File: src/rtl/dacseq_pkg.sv
// Package: shared types for the shared-bus converter sequencer.
// Assumes nothing beyond the phase encoding being local to this block.
package dacseq_pkg;
    // Sub-step inside one converter slot of the sequence.
    typedef enum logic [1:0] {
        PH_SETUP  = 2'd0,
        PH_STROBE = 2'd1,
        PH_HOLD   = 2'd2
    } phase_e;

    // Guard bits added to the summation width (three addends).
    localparam int unsigned SUM_GUARD = 2;
endpackage

File: src/rtl/dacseq_word_former.sv
// Module: forms each converter word as the sum of three signed
// contributions and clamps it to the signed DATA_W range.
// Assumes all inputs are two's complement, slice k = converter k.
module dacseq_word_former
    import dacseq_pkg::*;
#(
    parameter int unsigned DATA_W = 16,
    parameter int unsigned N_DAC  = 4
) (
    input  logic [N_DAC*DATA_W-1:0] trim_i,
    input  logic [N_DAC*DATA_W-1:0] gen_i,
    input  logic [N_DAC*DATA_W-1:0] ctl_i,
    output logic [N_DAC*DATA_W-1:0] word_o
);
    localparam int unsigned SUM_W = DATA_W + SUM_GUARD;
    localparam logic signed [SUM_W-1:0] SAT_HI = SUM_W'((1 << (DATA_W-1)) - 1);
    localparam logic signed [SUM_W-1:0] SAT_LO = -SAT_HI - SUM_W'(1);

    for (genvar g = 0; g < N_DAC; g++) begin : g_dac
        logic signed [SUM_W-1:0] sum;

        // Widen each addend by sign extension and add at full width.
        always_comb begin
            sum = SUM_W'($signed(trim_i[g*DATA_W +: DATA_W]))
                + SUM_W'($signed(gen_i[g*DATA_W +: DATA_W]))
                + SUM_W'($signed(ctl_i[g*DATA_W +: DATA_W]));
        end

        // Clamp the wide sum into the converter's signed range.
        always_comb begin
            if (sum > SAT_HI) begin
                word_o[g*DATA_W +: DATA_W] = SAT_HI[DATA_W-1:0];
            end else if (sum < SAT_LO) begin
                word_o[g*DATA_W +: DATA_W] = SAT_LO[DATA_W-1:0];
            end else begin
                word_o[g*DATA_W +: DATA_W] = sum[DATA_W-1:0];
            end
        end
    end
endmodule

File: src/rtl/dacseq_period_timer.sv
// Module: free-running counter that marks the last cycle of each
// update period. Assumes PERIOD >= 2.
module dacseq_period_timer #(
    parameter int unsigned PERIOD = 31
) (
    input  logic clk,
    input  logic rst_n,
    output logic boundary_o
);
    localparam int unsigned CW = (PERIOD > 1) ? $clog2(PERIOD) : 1;
    localparam logic [CW-1:0] LAST = CW'(PERIOD - 1);

    logic [CW-1:0] cnt_q;

    // Count 0..PERIOD-1 and wrap.
    always_ff @(posedge clk) begin
        if (!rst_n) begin
            cnt_q <= '0;
        end else if (cnt_q == LAST) begin
            cnt_q <= '0;
        end else begin
            cnt_q <= cnt_q + CW'(1);
        end
    end

    // Flag the final count of the period.
    always_comb boundary_o = (cnt_q == LAST);

    AST_BOUNDARY_WRAP: assert property (@(posedge clk) disable iff (!rst_n)
        boundary_o |=> (cnt_q == '0));
endmodule

File: src/rtl/dacseq_step_engine.sv
// Module: holds a pending request, snapshots the words at a period
// boundary and steps the bus, latch strobes and conversion clocks.
// Assumes the first N_DAC-1 converters are latched and the last one
// reads the bus directly, and that a sequence fits in one period.
module dacseq_step_engine
    import dacseq_pkg::*;
#(
    parameter int unsigned DATA_W = 16,
    parameter int unsigned N_DAC  = 4
) (
    input  logic                    clk,
    input  logic                    rst_n,
    input  logic                    boundary_i,
    input  logic                    upd_req_i,
    input  logic                    sync_mode_i,
    input  logic [N_DAC-1:0]        conv_mask_i,
    input  logic [N_DAC*DATA_W-1:0] word_i,
    output logic [DATA_W-1:0]       bus_o,
    output logic [N_DAC-2:0]        latch_o,
    output logic [N_DAC-1:0]        conv_o
);
    localparam int unsigned N_LAT = N_DAC - 1;
    localparam int unsigned GW    = $clog2(N_DAC);
    localparam logic [GW-1:0] LAST_GRP = GW'(N_LAT);

    logic                 pending_q;
    logic                 running_q;
    logic [GW-1:0]        grp_q;
    phase_e               ph_q;
    logic                 sync_q;
    logic [N_DAC-1:0]     mask_q;
    logic [DATA_W-1:0]    snap_q [N_DAC];
    logic                 start;
    logic [DATA_W-1:0]    bus_d;
    logic [N_LAT-1:0]     latch_d;
    logic [N_DAC-1:0]     conv_d;

    // Launch a sequence at a boundary when one is owed and none runs.
    always_comb start = boundary_i && pending_q && !running_q;

    // Remember requests until a sequence launches; new ones win.
    always_ff @(posedge clk) begin
        if (!rst_n) begin
            pending_q <= 1'b0;
        end else begin
            pending_q <= upd_req_i || (pending_q && !start);
        end
    end

    // Capture words, mode and mask at launch.
    always_ff @(posedge clk) begin
        if (!rst_n) begin
            sync_q <= 1'b0;
            mask_q <= '0;
            for (int k = 0; k < N_DAC; k++) snap_q[k] <= '0;
        end else if (start) begin
            sync_q <= sync_mode_i;
            mask_q <= conv_mask_i;
            for (int k = 0; k < N_DAC; k++) snap_q[k] <= word_i[k*DATA_W +: DATA_W];
        end
    end

    // Walk the slot and phase counters through the sequence.
    always_ff @(posedge clk) begin
        if (!rst_n) begin
            running_q <= 1'b0;
            grp_q     <= '0;
            ph_q      <= PH_SETUP;
        end else if (start) begin
            running_q <= 1'b1;
            grp_q     <= '0;
            ph_q      <= PH_SETUP;
        end else if (running_q) begin
            if (grp_q == LAST_GRP) begin
                if (ph_q == PH_STROBE) running_q <= 1'b0;
                else ph_q <= PH_STROBE;
            end else if (ph_q == PH_HOLD) begin
                ph_q  <= PH_SETUP;
                grp_q <= grp_q + GW'(1);
            end else begin
                ph_q <= (ph_q == PH_SETUP) ? PH_STROBE : PH_HOLD;
            end
        end
    end

    // Decode the next bus word, strobes and clocks from the step.
    always_comb begin
        bus_d   = bus_o;
        latch_d = '0;
        conv_d  = '0;
        if (running_q) begin
            if (grp_q == LAST_GRP) begin
                bus_d = snap_q[N_DAC-1];
                if (ph_q == PH_STROBE) conv_d = sync_q ? {N_DAC{1'b1}} : mask_q;
            end else begin
                for (int k = 0; k < N_LAT; k++) begin
                    if (grp_q == GW'(k)) begin
                        bus_d      = snap_q[k];
                        latch_d[k] = (ph_q == PH_STROBE);
                    end
                end
            end
        end
    end

    // Register every pin driven toward the converters.
    always_ff @(posedge clk) begin
        if (!rst_n) begin
            bus_o   <= '0;
            latch_o <= '0;
            conv_o  <= '0;
        end else begin
            bus_o   <= bus_d;
            latch_o <= latch_d;
            conv_o  <= conv_d;
        end
    end

    AST_LATCH_ONEHOT: assert property (@(posedge clk) disable iff (!rst_n)
        $onehot0(latch_o));
    AST_BUS_SETUP: assert property (@(posedge clk) disable iff (!rst_n)
        (latch_o != '0) |-> $stable(bus_o));
    AST_BUS_HOLD: assert property (@(posedge clk) disable iff (!rst_n)
        (latch_o != '0) |=> $stable(bus_o));
    AST_CONV_AFTER_LATCH: assert property (@(posedge clk) disable iff (!rst_n)
        (conv_o != '0) |-> ($past(latch_o[N_LAT-1], 3) && $stable(bus_o)));
    AST_CONV_SYNC_ALL: assert property (@(posedge clk) disable iff (!rst_n)
        ((conv_o != '0) && sync_q) |-> (&conv_o));
    AST_CONV_MASKED: assert property (@(posedge clk) disable iff (!rst_n)
        ((conv_o != '0) && !sync_q) |-> ((conv_o & ~mask_q) == '0));
    AST_SEQ_FITS: assert property (@(posedge clk) disable iff (!rst_n)
        boundary_i |-> !running_q);
endmodule

File: src/rtl/dac_bus_sequencer.sv
// Module: top of the shared-bus converter update sequencer. Joins the
// word former, the period timer and the step engine.
// Assumes PERIOD exceeds the sequence length (3*(N_DAC-1)+3 cycles).
module dac_bus_sequencer #(
    parameter int unsigned DATA_W = 16,
    parameter int unsigned N_DAC  = 4,
    parameter int unsigned PERIOD = 31
) (
    input  logic                    clk,
    input  logic                    rst_n,
    input  logic                    upd_req_i,
    input  logic                    sync_mode_i,
    input  logic [N_DAC-1:0]        conv_mask_i,
    input  logic [N_DAC*DATA_W-1:0] trim_i,
    input  logic [N_DAC*DATA_W-1:0] gen_i,
    input  logic [N_DAC*DATA_W-1:0] ctl_i,
    output logic [DATA_W-1:0]       bus_o,
    output logic [N_DAC-2:0]        latch_o,
    output logic [N_DAC-1:0]        conv_o
);
    logic [N_DAC*DATA_W-1:0] word;
    logic                    boundary;

    dacseq_word_former #(.DATA_W(DATA_W), .N_DAC(N_DAC)) u_former (
        .trim_i (trim_i),
        .gen_i  (gen_i),
        .ctl_i  (ctl_i),
        .word_o (word)
    );

    dacseq_period_timer #(.PERIOD(PERIOD)) u_timer (
        .clk        (clk),
        .rst_n      (rst_n),
        .boundary_o (boundary)
    );

    dacseq_step_engine #(.DATA_W(DATA_W), .N_DAC(N_DAC)) u_engine (
        .clk         (clk),
        .rst_n       (rst_n),
        .boundary_i  (boundary),
        .upd_req_i   (upd_req_i),
        .sync_mode_i (sync_mode_i),
        .conv_mask_i (conv_mask_i),
        .word_i      (word),
        .bus_o       (bus_o),
        .latch_o     (latch_o),
        .conv_o      (conv_o)
    );
endmodule

File: config.mk
export PLATFORM = sky130hd
export DESIGN_NAME = dac_bus_sequencer
export DESIGN_NICKNAME = d
export VERILOG_FILES = /design/src/rtl/dacseq_pkg.sv /design/src/rtl/dacseq_word_former.sv /design/src/rtl/dacseq_period_timer.sv /design/src/rtl/dacseq_step_engine.sv /design/src/rtl/dac_bus_sequencer.sv
export SDC_FILE = /design/constraint.sdc
export NUM_CORES = 1
export LEC_CHECK = 0
export BUFFER_PORTS_ARGS = -buffer_cell sky130_fd_sc_hd__buf_2
export CAP_MARGIN = 20
export CORE_ASPECT_RATIO = 0.8
export CORE_MARGIN = 1
export CORE_UTILIZATION = 55
export DETAILED_ROUTE_END_ITERATION = 6
export PLACE_DENSITY = 0.82
export SLEW_MARGIN = 20
export SYNTH_ARGS = -nofsm -noshare
export SYNTH_HDL_FRONTEND = slang
export SYNTH_SLANG_ARGS = --single-unit
File: constraint.sdc
create_clock -name clk -period 4.6 [get_ports clk]
set_clock_uncertainty 0.2 [all_clocks]
set_input_delay 0.46 -clock clk [delete_from_list [all_inputs] [get_ports clk]]
set_output_delay 0.46 -clock clk [all_outputs]
set_load 0.02 [all_outputs]
==> results.txt, run 1 <==
----------------------------------------------------
[Logic synthesis]
  Number of synthesized register bits ... ~100
  Count of different cell masters after synthesis ... 61
  Proportion of netlist area held by the largest area contributor ... about 22%
  Cells taking the most area after synthesis ... sky130_fd_sc_hd__edfxtp_1 22%, sky130_fd_sc_hd__fa_1 16%, sky130_fd_sc_hd__ha_1 10%
  Avg Synthesized Cell Area ... roughly 10 um2
  Warnings from Yosys ... 0
  Syn Inst Count ... approximately 860
  Share of synthesized area occupied by flip-flops and latches ... a little under a third
  Combined area of all synthesized cells ... between 8000 and 9000 um2
  Most repeated cell in the gate-level netlist after synthesis ... sky130_fd_sc_hd__a21oi_1
  Main flop type after synthesis ... sky130_fd_sc_hd__edfxtp_1
  Async set-or-reset flop fraction in the synthesized netlist ... 0%
  Number of enable flip-flop cells after synthesis ... 64
  Net count after synthesis ... roughly 1200
  Area leader, netlist ... sky130_fd_sc_hd__edfxtp_1
  Leading post-synthesis cells by instance count ... 88 x sky130_fd_sc_hd__a21oi_1, 70 x sky130_fd_sc_hd__ha_1, 69 x sky130_fd_sc_hd__nor2_1

[Timing]
  Max Clk Rate ... around 260 MHz
  Final Slew Violations ... 0
  Worst hold slack ... ~0.12 ns
  Final min period ... between 3 and 4 ns
  Final sum of negative setup slack ... 0 ns
  Portion of the clock cycle consumed by the worst path in the final layout ... between 80% and 90%
  Final setup slack of the worst path ... between 0.7 and 0.8 ns
  Final Setup Violations ... 0
  Relative slew slack ... about a third
  Unrepaired setup endpoints after global routing ... no
  Transition at the pin with the smallest max-transition slack ... roughly 1.0 ns
  Number of hold violations in the final report ... 0

[Clock network]
  Clk sinks ... 103
  Number of buffers on the longest clock path ... 2
  Worst-Skew Late Latency ... 0.34 ns
  Clock transition at the register clock pins on the worst setup and hold paths after CTS ... roughly 0.070 ns
  TritonCTS Buffers ... 9
  CTS tree ... done
  Master cell of the clock root buffer ... sky130_fd_sc_hd__clkbuf_16
  Buffers inserted by post-CTS timing repair ... 0
  H-Tree Depth ... 3
  Number of cells upsized or downsized after cts ... 0
  Number of hold buffers added after cts ... 0

[Placement]
  Detail Placement HPWL ... between 10000 and 15000 um
  Setup Slack @ Placement ... between 0.3 and 0.4 ns
  Quantity of I/O buffers inserted on ports ... 222
  Cell area after placement ... about 10000 um2
  Routability Congestion ... ~0.87

[Floorplan]
  Starting density of the core ... approximately 57%
  Die boundary width ... roughly 140 um
  # IOs ... between 200 and 250
  DIE AREA ... approximately 16000 um2
  Rows ... 40
  Die Ht ... between 100 and 150 um
  Core region area ... roughly 15000 um2

[Setup path]
  Bufs and invs on worst path ... 3
  Type of the setup path with the least slack ... input port to register
  Startpoint kind of the worst setup timing path ... input port
  Required time of the worst setup path ... between 4 and 5 ns
  Series of cell instances along the critical path ... buf_2 > inv_1 > fa_1 > inv_1 > ha_1 > fa_1 > a21o_1 > a311o_1 > a2111oi_4 > or3_1 > o2111ai_1 > o21ai_1 > nor2_2 > a21o_1
  Family with the most delay on the worst path ... compound AO/OA/AOI/OAI gates
  Slowest-stage cell, CP ... sky130_fd_sc_hd__fa_1
  Crit Path Max Fanout ... 14
  Crit path arrival time ... 3.75 ns
  Max incr delay on CP ... roughly 0.53 ns
  Critical path endpoint category ... register

[Global routing]
  Largest net degree at the start of global routing ... 42
  Overflow after GRT ... 0
  GRT met1 Usage ... between 30% and 40%
  Total GRT Usage ... 22.8%
  Initial antenna violation count ... 0
  Wire length of the first global-routing pass ... 29800 um
  Global-route track usage on met2 ... 37.9%
  GRT Max-Usage Layer ... met2
  Fraction of met3 tracks used by global routing ... between 3 and 4%
  Via count of the first global-routing pass ... ~6600

[Detailed routing]
  Number of remaining DRC errors ... 0
  Detailed Route Iter0 Violations ... 415
  Final ANT Viol Nets ... 0
  Vias per inst ... between 5 and 6
  Detailed Route WL ... ~18000 um
  Routed wirelength normalized by instance count ... between 10 and 15 um
  Detailed-router iteration count before antenna repair ... 4
  Total number of vias ... just over 7000

[Layout]
  Count of antenna diodes in the layout ... 0
  Area growth, synth to finish ... 18.1%
  Number of nets in the finished design ... between 1000 and 1500
  Final instance area ... roughly 10000 um2
  Share of post-route cells with drive strength above 1 ... 24.5%

[Power]
  Final Power ... about 3.0 mW
  Power per cell area ... between 200 and 300 nW/um2
  Maximum vdd ir drop ... 173 uV
  Leakage component of the power ... a little under 5 nW

[Job]
  Maximum capacitance violations ... 0

[Worst hold path]
  HP Class ... input port to register

[Run status]
  Outcome ... completed

----------------------------------------------------
## layout by cell type (no fill, tap or decap), types with 3 or more instances in the layout
cell / instances
sky130_fd_sc_hd__a211o_1: 3
sky130_fd_sc_hd__a211oi_1: 6
sky130_fd_sc_hd__a21o_1: 32
sky130_fd_sc_hd__a21oi_1: 88
sky130_fd_sc_hd__a31oi_1: 6
sky130_fd_sc_hd__and2_1: 6
sky130_fd_sc_hd__and3_1: 5
sky130_fd_sc_hd__buf_2: 222
sky130_fd_sc_hd__buf_4: 8
sky130_fd_sc_hd__clkbuf_16: 9
sky130_fd_sc_hd__clkinv_2: 3
sky130_fd_sc_hd__dfxtp_1: 39
sky130_fd_sc_hd__edfxtp_1: 64
sky130_fd_sc_hd__fa_1: 68
sky130_fd_sc_hd__ha_1: 69
sky130_fd_sc_hd__inv_1: 44
sky130_fd_sc_hd__mux2i_1: 23
sky130_fd_sc_hd__nand2_1: 54
sky130_fd_sc_hd__nand2b_1: 5
sky130_fd_sc_hd__nand3_1: 14
sky130_fd_sc_hd__nand4_1: 6
sky130_fd_sc_hd__nor2_1: 69
sky130_fd_sc_hd__nor2b_1: 13
sky130_fd_sc_hd__nor3_1: 8
sky130_fd_sc_hd__nor3b_1: 3
sky130_fd_sc_hd__o211a_1: 18
sky130_fd_sc_hd__o211ai_1: 21
sky130_fd_sc_hd__o21a_1: 9
sky130_fd_sc_hd__o21ai_0: 43
sky130_fd_sc_hd__o21ai_1: 16
sky130_fd_sc_hd__o21bai_1: 5
sky130_fd_sc_hd__o31ai_1: 3
sky130_fd_sc_hd__or3_1: 5
sky130_fd_sc_hd__xnor2_1: 28
sky130_fd_sc_hd__xor2_1: 26
## cell type report
type                    instances  area [um2]
inverters                      44         165
flip-flops and latches        103        2700
well taps                     210         263
clock inverters                 6        50.0
clock buffers                  10         229
repair buffers                230        1170
fillers                      1285        4950
multi-input cells             686        5680
## cells by family (layout without fill, tap and decap cells)
logic type                 after synthesis  after routing  share of synthesized area (%)
AOI/OAI and AO/OA                      272            272                           20.7
and+or+nand+nor                        197            197                           10.5
adders and majority gates              138            138                           25.7
DFF                                    103            103                           31.1
buffers and inverters                   75            290                           3.57
xor gates and xnor gates                55             55                           5.63
muxes                                   24             24                           2.81
## worst register-to-register path: stages (launching register included)
cell                       delay [ns]
sky130_fd_sc_hd__dfxtp_1         0.33
sky130_fd_sc_hd__inv_1           0.06
sky130_fd_sc_hd__ha_1            0.13
sky130_fd_sc_hd__nand4_1         0.12
sky130_fd_sc_hd__nor3b_1         0.20
sky130_fd_sc_hd__buf_4           0.23
sky130_fd_sc_hd__nand2b_2        0.68
sky130_fd_sc_hd__buf_4           0.47
## sequential cells by signal, indices dropped and copies added, names as in the netlist
| register | flops |
|---|---|
| u_engine.bus_o | 16 |
| u_engine.conv_o | 4 |
| u_engine.grp_q | 2 |
| u_engine.latch_o | 3 |
| u_engine.mask_q | 4 |
| u_engine.pending_q | 1 |
| u_engine.ph_q | 2 |
| u_engine.running_q | 1 |
| u_engine.snap_q | 64 |
| u_engine.sync_q | 1 |
| u_timer.cnt_q | 5 |
## final timing paths
| check | depth (start not counted) | from | endpoint | slack [ns] |
|---|---|---|---|---|
| setup reg to reg | 7 | u_timer.cnt_q[0] | u_engine.snap_q[0][12] | 1.83 |
| setup / recovery | 14 | trim_i[33] | u_engine.snap_q[0][42] | 0.75 |
| hold / removal | 2 | upd_req_i | u_engine.pending_q | 0.12 |
| hold reg to reg | 1 | u_timer.cnt_q[0] | u_timer.cnt_q[0] | 0.27 |
## power breakdown
group / switching, mW / internal [mW]
combinational: 0.737 / 0.577
clock: 0.324 / 0.394
sequential: 0.0103 / 0.999
## per-layer routing
layer | wire, um | share of wire (%)
met3 | 967 | 5.3
met4 | 232 | 1.3
met2 | 8480 | 47
met5 | 0 | 0
met1 | 8450 | 47
## stage by stage
stage          utilization [%]  instances
3_5_place_dp              65.6       1273
5_1_grt                   67.5       1289
4_1_cts                   67.5       1289
2_1_floorplan                -        864
3_3_place_gp              65.6       1273
6_report                  67.5       1289
No activity file was read; power rests on OpenSTA's default activity.
==> run 2, diff against run 1 <==
clock period = 3.67 ns   (was 4.6 ns; I/O delays follow)
==> run 2 against run 1 <==
Against the previous run: final area grew 3.2%; clock power is 36% higher; via count increased by 0.62%; critical endpoint is now u_engine.snap_q[0][33]; largest power group unchanged.
==> results.txt, run 2 (synthesis results as in run 1) <==
----------------------------------------------------
[Floorplan]
  # IOs ... 223 (unchanged)
  Die Ht ... 114 um (unchanged)
  DIE AREA ... 16300 um2 (unchanged)
  Rows ... 40 (unchanged)
  Die boundary width ... 143 um (unchanged)
  Starting density of the core ... 57.1% (unchanged)
  Core region area ... 15200 um2 (unchanged)

[Detailed routing]
  Detailed Route WL ... 18800 um (was 18100 um)
  Number of remaining DRC errors ... 0 (unchanged)
  Total number of vias ... 7175 (was 7131)
  Routed wirelength normalized by instance count ... 14.3 um (was 14.1 um)
  Final ANT Viol Nets ... 0 (unchanged)
  Vias per inst ... 5.46 (was 5.53)
  Detailed Route Iter0 Violations ... 502 (was 415)
  Detailed-router iteration count before antenna repair ... 5 (was 4)

[Worst hold path]
  Startpoint of the lowest-slack hold path ... upd_req_i (unchanged)
  Hold Path Depth ... 2 (unchanged)
  HP Class ... input port to register (unchanged)
  Worst Hold Endpoint ... u_engine.pending_q (unchanged)

[Layout]
  Most common cell after layout, fill and taps aside ... sky130_fd_sc_hd__buf_2 (unchanged)
  Filler-free cell count of the finished design ... 1315 (was 1289)
  Register with the most flip-flops ... u_engine.snap_q (unchanged)
  Area growth, synth to finish ... 21.9% (was 18.1%)
  Largest registers ... u_engine.snap_q (64), u_engine.bus_o (16), u_timer.cnt_q (5) (unchanged)
  Filler Cell Count ... 1187 (was 1285)
  Commonest non-fill, non-tap cells in the layout ... 221 x sky130_fd_sc_hd__buf_2, 86 x sky130_fd_sc_hd__a21oi_1, 69 x sky130_fd_sc_hd__nor2_1 (was 222 x sky130_fd_sc_hd__buf_2, 88 x sky130_fd_sc_hd__a21oi_1, 69 x sky130_fd_sc_hd__nor2_1, 69 x sky130_fd_sc_hd__ha_1, 68 x sky130_fd_sc_hd__fa_1)
  Count of antenna diodes in the layout ... 0 (unchanged)
  Number of nets in the finished design ... 1438 (was 1412)
  Max reg flops ... 64 (unchanged)
  Share of post-route cells with drive strength above 1 ... 27.3% (was 24.5%)

[Clock network]
  TritonCTS Buffers ... 9 (unchanged)
  H-Tree Depth ... 3 (unchanged)
  CTS tree ... done (unchanged)
  Clk sinks ... 103 (unchanged)
  Master cell of the clock root buffer ... sky130_fd_sc_hd__clkbuf_16 (unchanged)
  Clock transition at the register clock pins on the worst setup and hold paths after CTS ... 0.07 ns (about the same)
  Number of buffers on the longest clock path ... 2 (unchanged)
  Worst-Skew Late Latency ... 0.35 ns (was 0.34 ns)
  Number of hold buffers added after cts ... 0 (unchanged)

[Timing]
  Final sum of negative setup slack ... 0 ns (unchanged)
  Final Setup Violations ... 0 (unchanged)
  Worst hold slack ... 0.0446 ns (was 0.122 ns)
  Max Clk Rate ... around 280 MHz
  Unrepaired setup endpoints after global routing ... no (unchanged)
  Portion of the clock cycle consumed by the worst path in the final layout ... a little over nine tenths
  Final Slew Violations ... 0 (unchanged)
  Transition at the pin with the smallest max-transition slack ... 1.03 ns (was 1.01 ns)
  Number of hold violations in the final report ... 0 (unchanged)
  Final min period ... 3.53 ns
  Relative slew slack ... 31.3% (was 32.5%)

[Setup path]
  Critical path endpoint category ... register (unchanged)
  Family with the most delay on the worst path ... compound AO/OA/AOI/OAI gates (unchanged)
  Startpoint kind of the worst setup timing path ... input port (unchanged)
  Type of the setup path with the least slack ... input port to register (unchanged)
  Crit path arrival time ... 3.43 ns (was 3.75 ns)
  Max incr delay on CP ... 0.53 ns (about the same)
  Reg2Reg Depth ... 9 (was 7)
  R2r startpoint ... u_timer.cnt_q[0] (unchanged)
  Cell mode on critical path ... sky130_fd_sc_hd__a21o_1
  Series of cell instances along the critical path ... buf_4 > inv_8 > fa_1 > inv_1 > ha_2 > fa_2 > a21o_1 > a311o_1 > a2111oi_4 > or3_1 > o2111ai_2 > a21o_1 > and2_4 > a21o_1 (was buf_2 > inv_1 > fa_1 > inv_1 > ha_1 > fa_1 > a21o_1 > a311o_1 > a2111oi_4 > or3_1 > o2111ai_1 > o21ai_1 > nor2_2 > a21o_1)
  Required time of the worst setup path ... 3.57 ns (was 4.50 ns)
  Bufs and invs on worst path ... 3 (unchanged)
  Crit Path Max Fanout ... 14 (unchanged)
  Register-to-register setup slack ... 0.98 ns (was 1.83 ns)
  Capturing point of the worst reg2reg path ... u_engine.snap_q[0][4] (was u_engine.snap_q[0][12])
  Slowest-stage cell, CP ... sky130_fd_sc_hd__fa_1 (unchanged)

[Global routing]
  Initial antenna violation count ... 0 (unchanged)
  Via count of the first global-routing pass ... 6879 (was 6579)
  Overflow after GRT ... 0 (unchanged)
  Largest net degree at the start of global routing ... 43 (was 42)
  Wire length of the first global-routing pass ... 31400 um (was 29800 um)
  Total GRT Usage ... 24.2% (was 22.8%)

[Placement]
  Detail Placement HPWL ... 15300 um (was 14900 um)
  Routability Congestion ... 0.859 (was 0.865)
  Placed cells ... 1298 (was 1273)
  Quantity of I/O buffers inserted on ports ... 222 (unchanged)

[Power]
  Leakage component of the power ... 4.98 nW (was 4.81 nW)
  Sequential cell fraction of total power ... 31.4% (was 33.2%)
  Switching power of the nets ... 1.42 mW (was 1.07 mW)
  Maximum vdd ir drop ... 191 uV (was 173 uV)
  Power per cell area ... 380 nW/um2 (was 296 nW/um2)
  Combinational share of power ... 44.4% (was 43.2%)
  Clock network power share ... 24.2% (was 23.6%)
  Sw Ratio ... 35.2% (about the same)
  P_int ... 2.61 mW (was 1.97 mW)

[Job]
  Maximum capacitance violations ... 0 (unchanged)

[Run status]
  Outcome ... completed (unchanged)

----------------------------------------------------
==> run 2: layout make-up <==
class,count,area [um2],share of cell area (%)
Clock buffer,12,279,2.63
Clock inverter,4,31.3,0.295
Inverter,44,173,1.63
Multi-Input combinational cell,686,5740,54.2
Sequential cell,103,2700,25.5
Tap cell,210,263,2.48
Timing Repair Buffer,256,1410,13.3
==> run 2: worst max-delay path by stage <==
stage,startpoint,endpoint,slack [ns],cells past startpoint
2_1_floorplan,ctl_i[33],u_engine.snap_q[0][36],-0.04,14
3_3_place_gp,ctl_i[33],u_engine.snap_q[0][33],-0.21,14
3_5_place_dp,ctl_i[33],u_engine.snap_q[0][41],-0.30,15
4_1_cts,ctl_i[33],u_engine.snap_q[0][42],0.07,15
5_1_grt,trim_i[49],u_engine.snap_q[0][62],0.003,15
6_report,ctl_i[33],u_engine.snap_q[0][33],0.14,14
==> run 2: metal layers <==
layer | share of wire (%) | GRT usage, %
met4 | 0.77 | 3.87
met3 | 5.6 | 4.56
met1 | 45 | 32.5
met2 | 48 | 41.6
met5 | 0 | 0
==> run 2: power groups by stage <==
stage          clock (mW)  combinational (mW)  sequential [mW]
6_report            0.974                1.79             1.27
5_1_grt              1.04                2.01             1.27
4_1_cts             0.988                1.76             1.27
3_5_place_dp            0                1.74             1.29
3_3_place_gp            0                1.71             1.29
2_1_floorplan           0                1.24             1.29
==> run 2: what timing repair did <==
item / CTS / global route
buffers inserted: 0 / 1
resized for setup: 0 / 6
endpoints found under the setup margin: 0 / 55
hold endpoints to repair: 0 / 0
==> run 2: metrics by stage <==
stage	total power [mW]	utilization (%)	instance area (um2)	setup WS [ns]
2_1_floorplan	2.53	-	8730	-0.0378
5_1_grt	4.31	69.6	10600	0.00308
4_1_cts	4.01	69.4	10600	0.0732
6_report	4.03	69.6	10600	0.142
3_5_place_dp	3.04	67.3	10200	-0.298
3_3_place_gp	3.00	67.3	10200	-0.212
